$ cat src/rtl/spi_dm_pkg.sv
`timescale 1ns/1ps
package spi_dm_pkg;
   // control register bit positions
   localparam int CB_SSPOL = 0;
   localparam int CB_DIVLO = 1;   // slave: overrun flag
   localparam int CB_DIVHI = 2;   // slave: data-out enable
   localparam int CB_CPOL  = 3;
   localparam int CB_AVAIL = 4;
   localparam int CB_EN    = 5;
   localparam int CB_SRC   = 6;
   localparam int CB_MODE  = 7;
   // data port status positions
   localparam int ST_AVAIL = 14;
   localparam int ST_OVR   = 15;
   localparam int RD_W     = 16;

   typedef struct packed {
      logic       master;
      logic       ext_src;
      logic       enable;
      logic       cpol;
      logic [1:0] div;
      logic       ss_pol;
   } spi_cfg_t;
endpackage

$ cat src/rtl/spi_dm_regs.sv
`timescale 1ns/1ps
module spi_dm_regs
   import spi_dm_pkg::*;
#(
   parameter int DATA_W = 8
) (
   input  logic              clk,
   input  logic              rst_n,
   input  logic              addr,
   input  logic              wr,
   input  logic              rd,
   input  logic [DATA_W-1:0] wdata,
   output logic [RD_W-1:0]   rdata,
   input  logic              irq_en,
   output logic              irq,
   input  logic              done_i,
   input  logic [DATA_W-1:0] rx_i,
   output spi_cfg_t          cfg_o,
   output logic              data_wr,
   output logic              data_rd,
   output logic              avail_o,
   output logic              ovr_o
);
   spi_cfg_t          cfg_q;
   logic              avail_q;
   logic              ovr_q;
   logic [DATA_W-1:0] rxbuf_q;
   logic              ctrl_wr;
   logic [7:0]        ctrl_view;

   assign ctrl_wr = wr && !addr;
   assign data_wr = wr && addr;
   assign data_rd = rd && addr;

   always_ff @(posedge clk or negedge rst_n) begin
      if (!rst_n) begin
         cfg_q   <= '0;
         avail_q <= 1'b0;
         ovr_q   <= 1'b0;
         rxbuf_q <= '0;
      end else begin
         if (ctrl_wr) begin
            cfg_q.master  <= wdata[CB_MODE];
            cfg_q.ext_src <= wdata[CB_SRC];
            cfg_q.enable  <= wdata[CB_EN];
            cfg_q.cpol    <= wdata[CB_CPOL];
            cfg_q.div     <= {wdata[CB_DIVHI], wdata[CB_DIVLO]};
            cfg_q.ss_pol  <= wdata[CB_SSPOL];
            if (!wdata[CB_MODE] && !wdata[CB_DIVLO])
               ovr_q <= 1'b0;
         end
         if (done_i) begin
            rxbuf_q <= rx_i;
            avail_q <= 1'b1;
            if (avail_q && !data_rd)
               ovr_q <= 1'b1;
         end else if (data_rd) begin
            avail_q <= 1'b0;
         end
      end
   end

   always_comb begin
      ctrl_view           = '0;
      ctrl_view[CB_MODE]  = cfg_q.master;
      ctrl_view[CB_SRC]   = cfg_q.ext_src;
      ctrl_view[CB_EN]    = cfg_q.enable;
      ctrl_view[CB_AVAIL] = avail_q;
      ctrl_view[CB_CPOL]  = cfg_q.cpol;
      ctrl_view[CB_DIVHI] = cfg_q.div[1];
      ctrl_view[CB_DIVLO] = cfg_q.master ? cfg_q.div[0] : ovr_q;
      ctrl_view[CB_SSPOL] = cfg_q.ss_pol;
   end

   always_comb begin
      rdata = '0;
      if (addr) begin
         rdata[DATA_W-1:0] = rxbuf_q;
         rdata[ST_AVAIL]   = avail_q;
         rdata[ST_OVR]     = ovr_q;
      end else begin
         rdata[7:0] = ctrl_view;
      end
   end

   assign irq     = avail_q && irq_en;
   assign cfg_o   = cfg_q;
   assign avail_o = avail_q;
   assign ovr_o   = ovr_q;
endmodule

$ cat src/rtl/spi_dm_master.sv
`timescale 1ns/1ps
module spi_dm_master #(
   parameter int DATA_W      = 8,
   parameter int DIV_LOG_MAX = 3,
   parameter bit HAS_EXT_SRC = 1'b1
) (
   input  logic              clk,
   input  logic              rst_n,
   input  logic              run,
   input  logic              ext_src,
   input  logic [1:0]        div,
   input  logic              cpol,
   input  logic              tick,
   input  logic              load,
   input  logic [DATA_W-1:0] load_data,
   input  logic              sdi,
   output logic              sclk,
   output logic              sdo,
   output logic              done,
   output logic [DATA_W-1:0] rx_byte,
   output logic              busy
);
   localparam int CNT_W = DIV_LOG_MAX;
   localparam int BC_W  = $clog2(DATA_W);

   logic [CNT_W-1:0]  cnt_q;
   logic [CNT_W-1:0]  lim;
   logic [BC_W-1:0]   bit_q;
   logic [DATA_W-1:0] sh_q;
   logic              busy_q;
   logic              sclk_q;
   logic              phase_q;   // 0: next step is the sampling edge
   logic              sbit_q;
   logic              step;
   logic              div_hit;

   always_comb lim = CNT_W'((1 << div) - 1);
   assign div_hit = (cnt_q == lim);

   generate
      if (HAS_EXT_SRC) begin : g_ext
         assign step = ext_src ? tick : div_hit;
      end else begin : g_div
         logic unused_src;
         assign unused_src = ext_src ^ tick;
         assign step = div_hit;
      end
   endgenerate

   always_ff @(posedge clk or negedge rst_n) begin
      if (!rst_n) begin
         busy_q  <= 1'b0;
         cnt_q   <= '0;
         bit_q   <= '0;
         sh_q    <= '0;
         sclk_q  <= 1'b0;
         phase_q <= 1'b0;
         sbit_q  <= 1'b0;
         done    <= 1'b0;
         rx_byte <= '0;
      end else begin
         done <= 1'b0;
         if (!run) begin
            busy_q  <= 1'b0;
            cnt_q   <= '0;
            phase_q <= 1'b0;
            bit_q   <= '0;
            sclk_q  <= cpol;
         end else if (!busy_q) begin
            sclk_q <= cpol;
            if (load) begin
               busy_q  <= 1'b1;
               sh_q    <= load_data;
               cnt_q   <= '0;
               phase_q <= 1'b0;
               bit_q   <= '0;
            end
         end else begin
            cnt_q <= div_hit ? '0 : cnt_q + 1'b1;
            if (step) begin
               sclk_q  <= ~sclk_q;
               phase_q <= ~phase_q;
               if (!phase_q) begin
                  sbit_q <= sdi;
               end else begin
                  sh_q <= {sh_q[DATA_W-2:0], sbit_q};
                  if (bit_q == BC_W'(DATA_W-1)) begin
                     busy_q  <= 1'b0;
                     done    <= 1'b1;
                     rx_byte <= {sh_q[DATA_W-2:0], sbit_q};
                  end else begin
                     bit_q <= bit_q + 1'b1;
                  end
               end
            end
         end
      end
   end

   assign sclk = busy_q ? sclk_q : cpol;
   assign sdo  = sh_q[DATA_W-1];
   assign busy = busy_q;
endmodule

$ cat src/rtl/spi_dm_slave.sv
`timescale 1ns/1ps
module spi_dm_slave #(
   parameter int DATA_W      = 8,
   parameter int SYNC_STAGES = 2
) (
   input  logic              clk,
   input  logic              rst_n,
   input  logic              run,
   input  logic              cpol,
   input  logic              ss_pol,
   input  logic              sclk_in,
   input  logic              ss_in,
   input  logic              sdi_in,
   input  logic              load,
   input  logic [DATA_W-1:0] load_data,
   output logic              sdo,
   output logic              done,
   output logic [DATA_W-1:0] rx_byte,
   output logic              ss_act,
   output logic [$clog2(DATA_W)-1:0] bit_cnt
);
   localparam int BC_W = $clog2(DATA_W);
   localparam int NSIG = 3;   // {sclk, ss, sdi}

   logic [NSIG-1:0]   sync_q [SYNC_STAGES];
   logic              s_sclk, s_ss, s_sdi;
   logic              sclk_prev_q;
   logic              act_prev_q;
   logic              lead, trail;
   logic [BC_W-1:0]   bit_q;
   logic [DATA_W-1:0] sh_q;
   logic              sbit_q;

   generate
      for (genvar g = 0; g < SYNC_STAGES; g++) begin : g_sync
         always_ff @(posedge clk or negedge rst_n) begin
            if (!rst_n)
               sync_q[g] <= '0;
            else if (g == 0)
               sync_q[g] <= {sclk_in, ss_in, sdi_in};
            else
               sync_q[g] <= sync_q[(g == 0) ? 0 : g-1];
         end
      end
   endgenerate

   assign {s_sclk, s_ss, s_sdi} = sync_q[SYNC_STAGES-1];
   assign ss_act = run && (s_ss == ss_pol);
   assign lead   = cpol ? (sclk_prev_q && !s_sclk) : (!sclk_prev_q && s_sclk);
   assign trail  = cpol ? (!sclk_prev_q && s_sclk) : (sclk_prev_q && !s_sclk);

   always_ff @(posedge clk or negedge rst_n) begin
      if (!rst_n) begin
         sclk_prev_q <= 1'b0;
         act_prev_q  <= 1'b0;
         bit_q       <= '0;
         sh_q        <= '0;
         sbit_q      <= 1'b0;
         done        <= 1'b0;
         rx_byte     <= '0;
      end else begin
         done        <= 1'b0;
         sclk_prev_q <= s_sclk;
         act_prev_q  <= ss_act;
         if (!ss_act) begin
            bit_q <= '0;
            if (act_prev_q)
               sh_q <= '0;
            else if (load)
               sh_q <= load_data;
         end else begin
            if (lead)
               sbit_q <= s_sdi;
            if (trail) begin
               sh_q <= {sh_q[DATA_W-2:0], sbit_q};
               if (bit_q == BC_W'(DATA_W-1)) begin
                  bit_q   <= '0;
                  done    <= 1'b1;
                  rx_byte <= {sh_q[DATA_W-2:0], sbit_q};
               end else begin
                  bit_q <= bit_q + 1'b1;
               end
            end
         end
      end
   end

   assign sdo     = sh_q[DATA_W-1];
   assign bit_cnt = bit_q;
endmodule

$ cat src/rtl/spi_duplex_port.sv
`timescale 1ns/1ps
module spi_duplex_port
   import spi_dm_pkg::*;
#(
   parameter int DATA_W      = 8,
   parameter int SYNC_STAGES = 2,
   parameter int DIV_LOG_MAX = 3,
   parameter bit HAS_EXT_SRC = 1'b1
) (
   input  logic              clk,
   input  logic              rst_n,
   input  logic              reg_addr,
   input  logic              reg_wr,
   input  logic              reg_rd,
   input  logic [DATA_W-1:0] reg_wdata,
   output logic [15:0]       reg_rdata,
   input  logic              irq_en,
   output logic              irq,
   input  logic              tick_in,
   output logic              sclk_o,
   output logic              sclk_oe,
   input  logic              sclk_i,
   input  logic              ss_i,
   input  logic              sdi_i,
   output logic              sdo_o,
   output logic              sdo_oe
);
   localparam int BC_W = $clog2(DATA_W);

   generate
      if (DATA_W < 8 || DATA_W > 14) begin : g_bad_width
         $error("DATA_W must lie in 8..14");
      end
      if (SYNC_STAGES < 2) begin : g_bad_sync
         $error("SYNC_STAGES must be at least 2");
      end
      if (DIV_LOG_MAX < 3) begin : g_bad_div
         $error("DIV_LOG_MAX must be at least 3");
      end
   endgenerate

   spi_cfg_t          cfg;
   logic              data_wr, data_rd;
   logic              rx_avail, rx_ovr;
   logic              m_run, s_run;
   logic              m_done, s_done, done;
   logic [DATA_W-1:0] m_rx, s_rx, rx_mux;
   logic              m_sdo, s_sdo;
   logic              m_busy;
   logic              s_ss_act;
   logic [BC_W-1:0]   s_bitcnt;

   assign m_run  = cfg.enable && cfg.master;
   assign s_run  = cfg.enable && !cfg.master;
   assign done   = cfg.master ? m_done : s_done;
   assign rx_mux = cfg.master ? m_rx : s_rx;

   spi_dm_regs #(.DATA_W(DATA_W)) u_regs (
      .clk(clk), .rst_n(rst_n),
      .addr(reg_addr), .wr(reg_wr), .rd(reg_rd),
      .wdata(reg_wdata), .rdata(reg_rdata),
      .irq_en(irq_en), .irq(irq),
      .done_i(done), .rx_i(rx_mux),
      .cfg_o(cfg), .data_wr(data_wr), .data_rd(data_rd),
      .avail_o(rx_avail), .ovr_o(rx_ovr)
   );

   spi_dm_master #(
      .DATA_W(DATA_W), .DIV_LOG_MAX(DIV_LOG_MAX), .HAS_EXT_SRC(HAS_EXT_SRC)
   ) u_master (
      .clk(clk), .rst_n(rst_n),
      .run(m_run), .ext_src(cfg.ext_src), .div(cfg.div), .cpol(cfg.cpol),
      .tick(tick_in), .load(data_wr && cfg.master), .load_data(reg_wdata),
      .sdi(sdi_i), .sclk(sclk_o), .sdo(m_sdo),
      .done(m_done), .rx_byte(m_rx), .busy(m_busy)
   );

   spi_dm_slave #(.DATA_W(DATA_W), .SYNC_STAGES(SYNC_STAGES)) u_slave (
      .clk(clk), .rst_n(rst_n),
      .run(s_run), .cpol(cfg.cpol), .ss_pol(cfg.ss_pol),
      .sclk_in(sclk_i), .ss_in(ss_i), .sdi_in(sdi_i),
      .load(data_wr && !cfg.master), .load_data(reg_wdata),
      .sdo(s_sdo), .done(s_done), .rx_byte(s_rx),
      .ss_act(s_ss_act), .bit_cnt(s_bitcnt)
   );

   assign sclk_oe = m_run;
   assign sdo_o   = cfg.master ? m_sdo : s_sdo;
   assign sdo_oe  = cfg.enable && (cfg.master || cfg.div[1]);
endmodule

$ cat config.mk
export PLATFORM = sky130hd
export DESIGN_NAME = spi_duplex_port
export DESIGN_NICKNAME = d
export VERILOG_FILES = /design/src/rtl/spi_dm_pkg.sv /design/src/rtl/spi_dm_regs.sv /design/src/rtl/spi_dm_master.sv /design/src/rtl/spi_dm_slave.sv /design/src/rtl/spi_duplex_port.sv
export SDC_FILE = /design/constraint.sdc
export NUM_CORES = 1
export LEC_CHECK = 0
export BUFFER_PORTS_ARGS = -buffer_cell sky130_fd_sc_hd__buf_4
export CAP_MARGIN = 20
export CORE_ASPECT_RATIO = 1.1
export CORE_MARGIN = 3
export CORE_UTILIZATION = 40
export DETAILED_ROUTE_END_ITERATION = 16
export GPL_TIMING_DRIVEN = 0
export SLEW_MARGIN = 20
export SYNTH_ARGS = -nofsm -noshare
export SYNTH_HDL_FRONTEND = slang
export SYNTH_SLANG_ARGS = --single-unit
$ cat constraint.sdc
create_clock -name clk -period 2.45 [get_ports clk]
set_input_delay 0.1225 -clock clk [delete_from_list [all_inputs] [get_ports clk]]
set_output_delay 0.1225 -clock clk [all_outputs]
set_load 0.02 [all_outputs]
* Yosys cells after proc, flatten, opt, wreduce, memory -nomap -nowiden
Cells that the tools add are included.
** Storage, ports and cells
- Input port bits :: 18
- Register bits after elaboration :: 73
- Word-level logic and storage cells :: 135
** Operators by class
- Multiplexer cells :: 57
- $add $sub $neg :: 4
- Eq/ne operators :: 11
- Reductions and logical operators :: 33
- Bitwise logic cells :: 2
- Shifts and indexed selects :: 1
** Operators with widths (count)
- $mux 8 :: 10
- $mux 3 :: 12
- $mux 1 :: 34
- $logic_and 1x1->1 :: 14
- $ne 3x3->1 const B :: 4
- $reduce_and 4->1 :: 3
- $add 3x1->3 const B :: 3
- $logic_not 1->1 :: 7
- $eq 3x3->1 const B :: 2
- $ne 2x2->1 const B :: 3
- $reduce_and 2->1 :: 3
- $reduce_and 5->1 :: 1
- $reduce_bool 2->1 :: 2
- $eq 3x3->1 :: 1
- $reduce_and 3->1 :: 1
- $reduce_bool 3->1 :: 1
- $shl 1x2->3 const A :: 1
- $sub 3x2->3 const B :: 1
- $mux 2 :: 1
- $not 1->1 :: 2
- $eq 1x1->1 :: 1
- $logic_or 1x1->1 :: 1

* Longest topological paths before layout
Gate-level depths: netlist of the first run.
- Word-level depth :: 7
- Gate-level depth with buffers :: 8
- Depth with buffers taken out :: 6

* Modules after synthesis
Synthesis of the first run repeated with hierarchy kept, for this count alone.
** Unflattened totals
- Cell total of the unflattened synthesis :: 293
- Area, all modules :: 3672.3 um^2
** By module, submodules not included
- spi_dm_master :: instances 1, seq. area each 675.6 um^2, area an instance 1390.1 um^2, cells an instance 122
- spi_dm_slave :: instances 1, seq. area each 725.7 um^2, area an instance 1257.5 um^2, cells an instance 92
- spi_dm_regs :: instances 1, seq. area each 425.4 um^2, area an instance 822.0 um^2, cells an instance 62
- spi_duplex_port :: instances 1, seq. area each 0.0 um^2, area an instance 202.7 um^2, cells an instance 17

* Least setup slack after synthesis of the first run
Ideal clock, no wire load.
- Kind :: reg-to-reg
- From :: register u_regs.cfg_o[1] (netlist name)
- To :: register u_master.rx_byte[0]
- Setup slack :: 506 ps
- Library setup time :: 125 ps
- Path buffers :: 1
- Arrival time :: 1818 ps
- Stages on the path, launching flop included :: 7
- Period minus slack after synthesis :: 1944 ps
- Cells stage by stage :: dfrtp_1 -> or2_1 -> a2111oi_4 -> o211a_1 -> and3_1 -> buf_6 -> mux2_4
** Between the ends
- Cells in the longest elaborated chain, start to end :: 5
** Ends and longest elaborated chain
- $shl 1x2->3 :: RTL line spi_dm_master.sv:37 : always_comb lim = CNT_W'((1 << div) - 1);
- $sub 3x2->3 :: RTL line spi_dm_master.sv:37
- $eq 3x3->1 :: RTL line spi_dm_master.sv:38 : assign div_hit = (cnt_q == lim);
- $mux 1 :: RTL line spi_dm_master.sv:42 : assign step = ext_src ? tick : div_hit;
- $reduce_and 5->1 (no line)
- end signal, assigned :: RTL line spi_dm_master.sv:90 : rx_byte <= {sh_q[DATA_W-2:0], sbit_q};
- end, declared :: RTL line spi_dm_master.sv:20 : output logic [DATA_W-1:0] rx_byte,
Every way passes these cells.
A chain may end at the register's enable or synchronous reset.

* Worst setup path after layout of the first run
- From :: register u_regs.cfg_o[3] (netlist name)
- To :: register u_slave.rx_byte[7]
** Between the ends
- Cells in the longest elaborated chain, start to end :: 2
** Ends and longest elaborated chain
- $mux 1 :: RTL line spi_dm_slave.sv:50 : assign trail = cpol ? (!sclk_prev_q && s_sclk) : (sclk_prev_q && !s_sclk);
- $reduce_and 3->1 (no line)
- end signal, assigned :: RTL line spi_dm_slave.sv:79 : rx_byte <= {sh_q[DATA_W-2:0], sbit_q};
- end, declared :: RTL line spi_dm_slave.sv:18 : output logic [DATA_W-1:0] rx_byte,
Every way passes these cells.

==> out/metrics.yaml, run 1 <==
critical_path:
  crit_path_end_kind: "flop"
  cp.arrival_ns: 2.42
  worst_r2r_path_depth: 4
  critical-path-max-stage-delay_ns: 0.47
  crit_chain: "clkbuf_1 > mux2i_2 > nand3_1 > mux2_2"
  critPathSlowestCell: "mux2i_2"
  cp-start-kind: "flop"
  worstPathRequired_ns: 2.68
  cp_num_buf_inv: 1
  crit_fanout: 10
  cp_top_family: "multiplexers"
  r2r_setup_slack_ns: 0.26
  timing.rr.end: "u_slave.rx_byte[7]"
  critPathKind: "flop to flop"
  worstReg2RegStart: "u_regs.cfg_o[3]"
place:
  io_buffers: 32
  gp_congestion: 0.8257
  post-dp-hpwl_um: 5417
global_route:
  grt_max_degree: 74
  grt_usage: 0.1642
  grt_pass1_vias: 2499
  gr-total-overflow: 0
  antenna_found_initial: 0
  grt_pass1_wl_um: 12540
timing:
  worstMarginPinSlew_ns: 0.9177
  min_period_ns: 2.190
  hold_ws_ns: 0.02837
  slew_violations: 0
  fin_crit_sh: 0.8940
  setup_violations: 0
  fmax_ghz: 0.4566
  skew_ns: 0.01224
  finalHoldViolations: 0
  slew_headroom: 0.3882
  rsz0062_at_grt: "no"
  fin_tns_setup_ns: 0
synth:
  synthTopCellsByCount: "73 x dfrtp_1, 27 x mux2_2, 20 x a21oi_1, 20 x o21ai_0, 18 x nand2_1"
  synth_cells: 307
  synth_area_um2: 3472
  ys_seq_area_frac: 0.5261
  synth_top_area_cell: "dfrtp_1"
  ys_seq_elements: 73
  synth_top_family_by_area: "multiplexers"
  synth_top_area_frac: 0.5261
  synth_simple_gate_area_share: 0.1114
  synth_area_leaders: "dfrtp_1 53%, mux2_2 8.8%, mux2i_1 4.0%, mux2_4 3.5%, a21oi_1 2.9%"
  synth-edff-count: 0
  synth_compound_gate_area_share: 0.1337
  syn_area_per_cell_um2: 11.31
  synthAdderAreaFrac: 0.01802
  ys_warn_count: 0
  async_flop_share: 1.000
  synthXorXnorAreaFrac: 0.007568
  synth_cell_types: 47
  synth_ff_type: "dfrtp_1"
  synthMuxAreaShare: 0.1625
  yosysMostFrequentCell: "dfrtp_1"
clock_tree:
  cts_root_buf: "clkbuf_8"
  ctsHtreeMaxLevel: 3
  cts_tree: "done"
  cts.clk_slew.worst_paths_ns: 0.08
  numCtsBuffers: 9
  clk_latency_ns: 0.35
  cts.sinks: 73
  cts_buffer_depth: 2
hold_path:
  hold_class: "input port to flop"
  holdPathEnd: "u_regs.cfg_o[3]"
  whs_path_depth: 2
  min_from: "reg_wdata[3]"
layout:
  syn_to_final_growth_pct: 20.11
  diodes: 0
  nets: 382
  layout-drive-gt1-share: 0.2617
status:
  status: "finished, final reports clean"
pwr:
  p_leak_nw: 1.933
  irDropWorstVdd_mv: 0.3186
  intPower_w: 0.002444
  p_sw_w: 0.0009417
  p_per_area_nw_per_um2: 812.0
  swShare: 0.2781
  p_seq_frac: 0.455
  power.share.combinational: 0.185
  clock_power_share: 0.360
route:
  drtIter0Drc: 143
  drc: 0
  wl_um: 7518
  num_vias: 2465
  ant_nets: 0
  dr.pass1.iters: 4
  wire_per_inst_um: 15.86
  routed_via_density: 5.200
die:
  io_pins: 39
  core_area_um2: 8408
  rows: 35
  start_util: 0.4129
  die_area_um2: 9835
  dieWidth_um: 94.83
  die_h_um: 103.7
flow_run:
  maxCapViolCount: 0
-- routing by layer --
| layer | wire length (µm) | track usage | part of all wire |
|---|---|---|---|
| met5 | 0 | 0 | 0 |
| met4 | 119 | 0.06598 | 0.016 |
| met3 | 348 | 0.02469 | 0.046 |
| met2 | 3623 | 0.2564 | 0.48 |
| met1 | 3426 | 0.2275 | 0.46 |
-- timing repair --
item | CTS | global route
resized for setup | 0 | 1
hold buffers | 4 | 0
endpoints found under the hold margin | 76 | 0
setup endpoints to repair | 0 | 8
buffers inserted | 0 | 0
-- flip-flops by register name (all words and copies together) (netlist names), 3 cells and up --
signal            flops
u_master.cnt_q        3
u_regs.rxbuf_q        8
u_master.sh_q         8
u_master.bit_q        3
u_slave.sync_q        3
u_regs.cfg_o          7
u_master.rx_byte      8
u_slave.sh_q          8
u_slave.bit_cnt       3
u_slave.rx_byte       8
-- kinds of logic (layout without fill, tap and decap cells) --
family | after synthesis | after routing
AOI/OAI and AO/OA | 73 | 73
xor gates and xnor gates | 3 | 3
adders and majority gates | 5 | 5
buffers and inverters | 27 | 78
DFF | 73 | 73
muxes | 49 | 49
other | 1 | 6
and+or+nand+nor | 76 | 76
-- power by group through the flow --
| stage | Combinational [W] | Clock [W] | Sequential, W |
|---|---|---|---|
| 2_1_floorplan | 0.000448 | 0 | 0.00151 |
| 3_3_place_gp | 0.000607 | 0 | 0.00156 |
| 3_5_place_dp | 0.000622 | 0 | 0.00157 |
| 4_1_cts | 0.000631 | 0.00124 | 0.00154 |
| 5_1_grt | 0.000696 | 0.00130 | 0.00157 |
| 6_report | 0.000625 | 0.00122 | 0.00154 |
-- cell usage in the layout, fill, tap and decap left out, types with 3 or more instances in the layout --
cell and count:
mux2_2 27, nor3b_1 8, a211oi_1 3, nand3_1 9, inv_1 3, mux2i_1 13
o22ai_1 7, buf_4 39, and3_1 3, clkbuf_8 9, nor3_1 4, a21oi_1 20
dlygate4sd3_1 4, buf_1 3, dfrtp_1 73, and2_1 4, o21ai_0 20, nand2b_1 6
clkbuf_1 11, nor2_1 17, conb_1 6, mux2_4 8, nand2_1 18, a31oi_1 8
bufinv_16 4, ha_1 5
-- layout make-up --
cell class,instances,area [µm²]
multi-input cells,212,1530
flip-flops and latches,73,1827
clock inverters,5,128.9
repair buffers,36,280.3
well taps,111,138.9
fillers,774,4238
inverters,4,15.01
clock buffers,10,127.6
plain buffers,23,122.6
-- worst max-delay path by stage --
stage,slack (ns),startpoint,endpoint,cells after the start
2_1_floorplan,0.51,u_regs.cfg_o[1],u_master.rx_byte[0],6
3_3_place_gp,0.17,u_regs.cfg_o[3],u_slave.rx_byte[5],4
3_5_place_dp,0.10,u_regs.cfg_o[3],u_slave.rx_byte[5],4
4_1_cts,0.09,u_regs.cfg_o[3],u_slave.rx_byte[7],4
5_1_grt,0.10,u_regs.cfg_o[3],u_slave.rx_byte[7],4
6_report,0.26,u_regs.cfg_o[3],u_slave.rx_byte[7],4
-- per-stage QoR --
step | area (µm²) | util | cells | worst slack [ns] | total power (W)
floorplan | 3491 | - | 312 | 0.5064 | 0.001955
global placement | 3870 | 0.4603 | 455 | 0.1672 | 0.002166
detailed placement | 3870 | 0.4603 | 455 | 0.1011 | 0.002189
CTS | 4167 | 0.4955 | 474 | 0.08560 | 0.003412
global route | 4170 | 0.4960 | 474 | 0.1038 | 0.003565
finish | 4170 | 0.4960 | 474 | 0.2597 | 0.003386
No activity file was read; power rests on OpenSTA's default activity.
==> inputs of run 2 (changes only) <==
CTS_CLUSTER_SIZE = 8   (was unset)
PLACE_DENSITY = 0.55   (was unset)
==> run 2 against run 1 <==
  * Final cell count up 0.21%
  * First-iteration DRC count shrank 13%
  * Clock skew hardly changed
  * Largest cell class unchanged
  * Global-route usage up 0.53 points
  * Non-clock buffer count stayed put
  * Hold slack better by 0.0035 ns
  * Combinational power hardly changed
  * Total power fell by 8.7%
  * Wire length is 1.5% higher
  * Critical path depth unchanged
  * Register-to-register slack better by 0.02 ns
  * Utilization fell by 0.82 points
==> out/metrics.yaml, run 2 (synthesis results as in run 1) <==
critical_path:
  crit_path_end_kind: "flop"
  cp_top_family: "multiplexers"
  cp-start-kind: "flop"
  critPathSlowestCell: "clkbuf_1"
  critPathKind: "flop to flop"
  crit_fanout: 10
  crit_chain: "clkbuf_1 > mux2i_2 > nand3_1 > mux2_2"
  worstPathRequired_ns: 2.68
  cp.arrival_ns: 2.40
  critical-path-max-stage-delay_ns: 0.45
  cp_num_buf_inv: 1
global_route:
  grt_pass1_wl_um: 12900
  grt_usage: 0.1695
  grt_pass1_vias: 2445
  grt_max_degree: 74
  antenna_found_initial: 0
  gr-total-overflow: 0
clock_tree:
  numCtsBuffers: 9
  cts_buffer_depth: 2
  cts.sinks: 73
  cts_tree: "done"
  ctsHtreeMaxLevel: 3
  clk_latency_ns: 0.35
  cts_root_buf: "clkbuf_8"
  cts_setup_buffers: 0
  cts.clk_slew.worst_paths_ns: 0.08
layout:
  syn_to_final_growth_pct: 18.13
  area.sequential_um2: 1827
  nFillCells: 815
  layout-drive-gt1-share: 0.2610
  final_common_cell: "dfrtp_1"
  nets: 382
  diodes: 0
  final_cell_mix: "73 x dfrtp_1, 39 x buf_4, 27 x mux2_2"
  final_cells: 475
  utilization: 0.4878
  multi_input_comb_area_um2: 1530
timing:
  fin_crit_sh: 0.8875
  min_period_ns: 2.174
  worstMarginPinSlew_ns: 0.9124
  finalHoldViolations: 0
  fmax_ghz: 0.4599
  skew_ns: 0.01209
  rsz0062_at_grt: "no"
  slew_headroom: 0.3917
  setup_violations: 0
  slew_violations: 0
  fin_tns_setup_ns: 0
pwr:
  p_leak_nw: 1.899
  p_per_area_nw_per_um2: 754.0
  finalPower_w: 0.003093
  irDropWorstVdd_mv: 0.3340
die:
  dieWidth_um: 94.83
  die_h_um: 103.7
  io_pins: 39
  rows: 35
  die_area_um2: 9835
  start_util: 0.4129
  core_area_um2: 8408
route:
  wire_per_inst_um: 16.06
  ant_nets: 0
  num_vias: 2488
  routed_via_density: 5.238
  drtIter0Drc: 124
  drc: 0
  wl_um: 7628
  dr.pass1.iters: 4
place:
  gp_congestion: 0.8199
  dpl.cell_count: 455
  io_buffers: 32
  post-dp-hpwl_um: 5463
status:
  status: "finished, final reports clean"
flow_run:
  maxCapViolCount: 0
hold_path:
  hold_class: "input port to flop"
run 2: what timing repair did:
item | 4_1_cts | 5_1_grt
hold buffers | 4 | 0
hold endpoints to repair | 76 | 0
setup endpoints to repair | 0 | 8
resized for setup | 0 | 1
run 2: area by class of cell:
cell class              count  share of cell area
plain buffers              23             0.02990
flip-flops and latches     73              0.4454
well taps                 111             0.03386
clock buffers              11             0.03203
multi-input cells         212              0.3731
clock inverters             5             0.01373
repair buffers             36             0.06833
inverters                   4            0.003661
run 2: final timing paths:
check                      cells after the start  slack, ns              start            endpoint
max                                            4       0.28    u_regs.cfg_o[3]  u_slave.rx_byte[7]
min                                            2       0.03       reg_wdata[3]     u_regs.cfg_o[3]
min reg2reg                                    0       0.35  u_slave.sync_q[3]       u_slave.s_sdi
min in group asynchronous                      2       0.43              rst_n   u_regs.rxbuf_q[4]
max in group asynchronous                      2       1.41              rst_n  u_slave.rx_byte[0]
max reg2reg                                    4       0.28    u_regs.cfg_o[3]  u_slave.rx_byte[7]
run 2: through the flow:
stage	worst slack, ns	hold WS, ns	instance area (µm²)
final	0.2757	0.03190	4101
after global routing	0.08533	0.02173	4101
after CTS	0.1328	0.02222	4098
after detailed placement	0.1551	0.2330	3870
after global placement	0.1775	0.2322	3870
after floorplan	0.5064	-0.1731	3491
run 2: layer usage:
layer | vias to the layer above | wire, µm | track usage
li1 | 1203 | - | -
met4 | 0 | 100 | 0.05052
met5 | - | 0 | 0
met3 | 9 | 295 | 0.04139
met1 | 1229 | 3685 | 0.2416
met2 | 47 | 3547 | 0.2549
run 2: where the power goes:
group | internal [W] | switching (W) | total, W | leakage (nW)
Combinational | 0.000289 | 0.000336 | 0.000625 | 0.863
Sequential | 0.00138 | 0.000168 | 0.00155 | 0.943
Clock | 0.000469 | 0.000451 | 0.000920 | 0.0933
run 2: worst register-to-register path, delay by kind of cell (launching register included):
family                 cells  cell delay [ns]
muxes                      2             0.86
buffers and inverters      1             0.45
and+or+nand+nor            1             0.42
DFF                        1             0.32
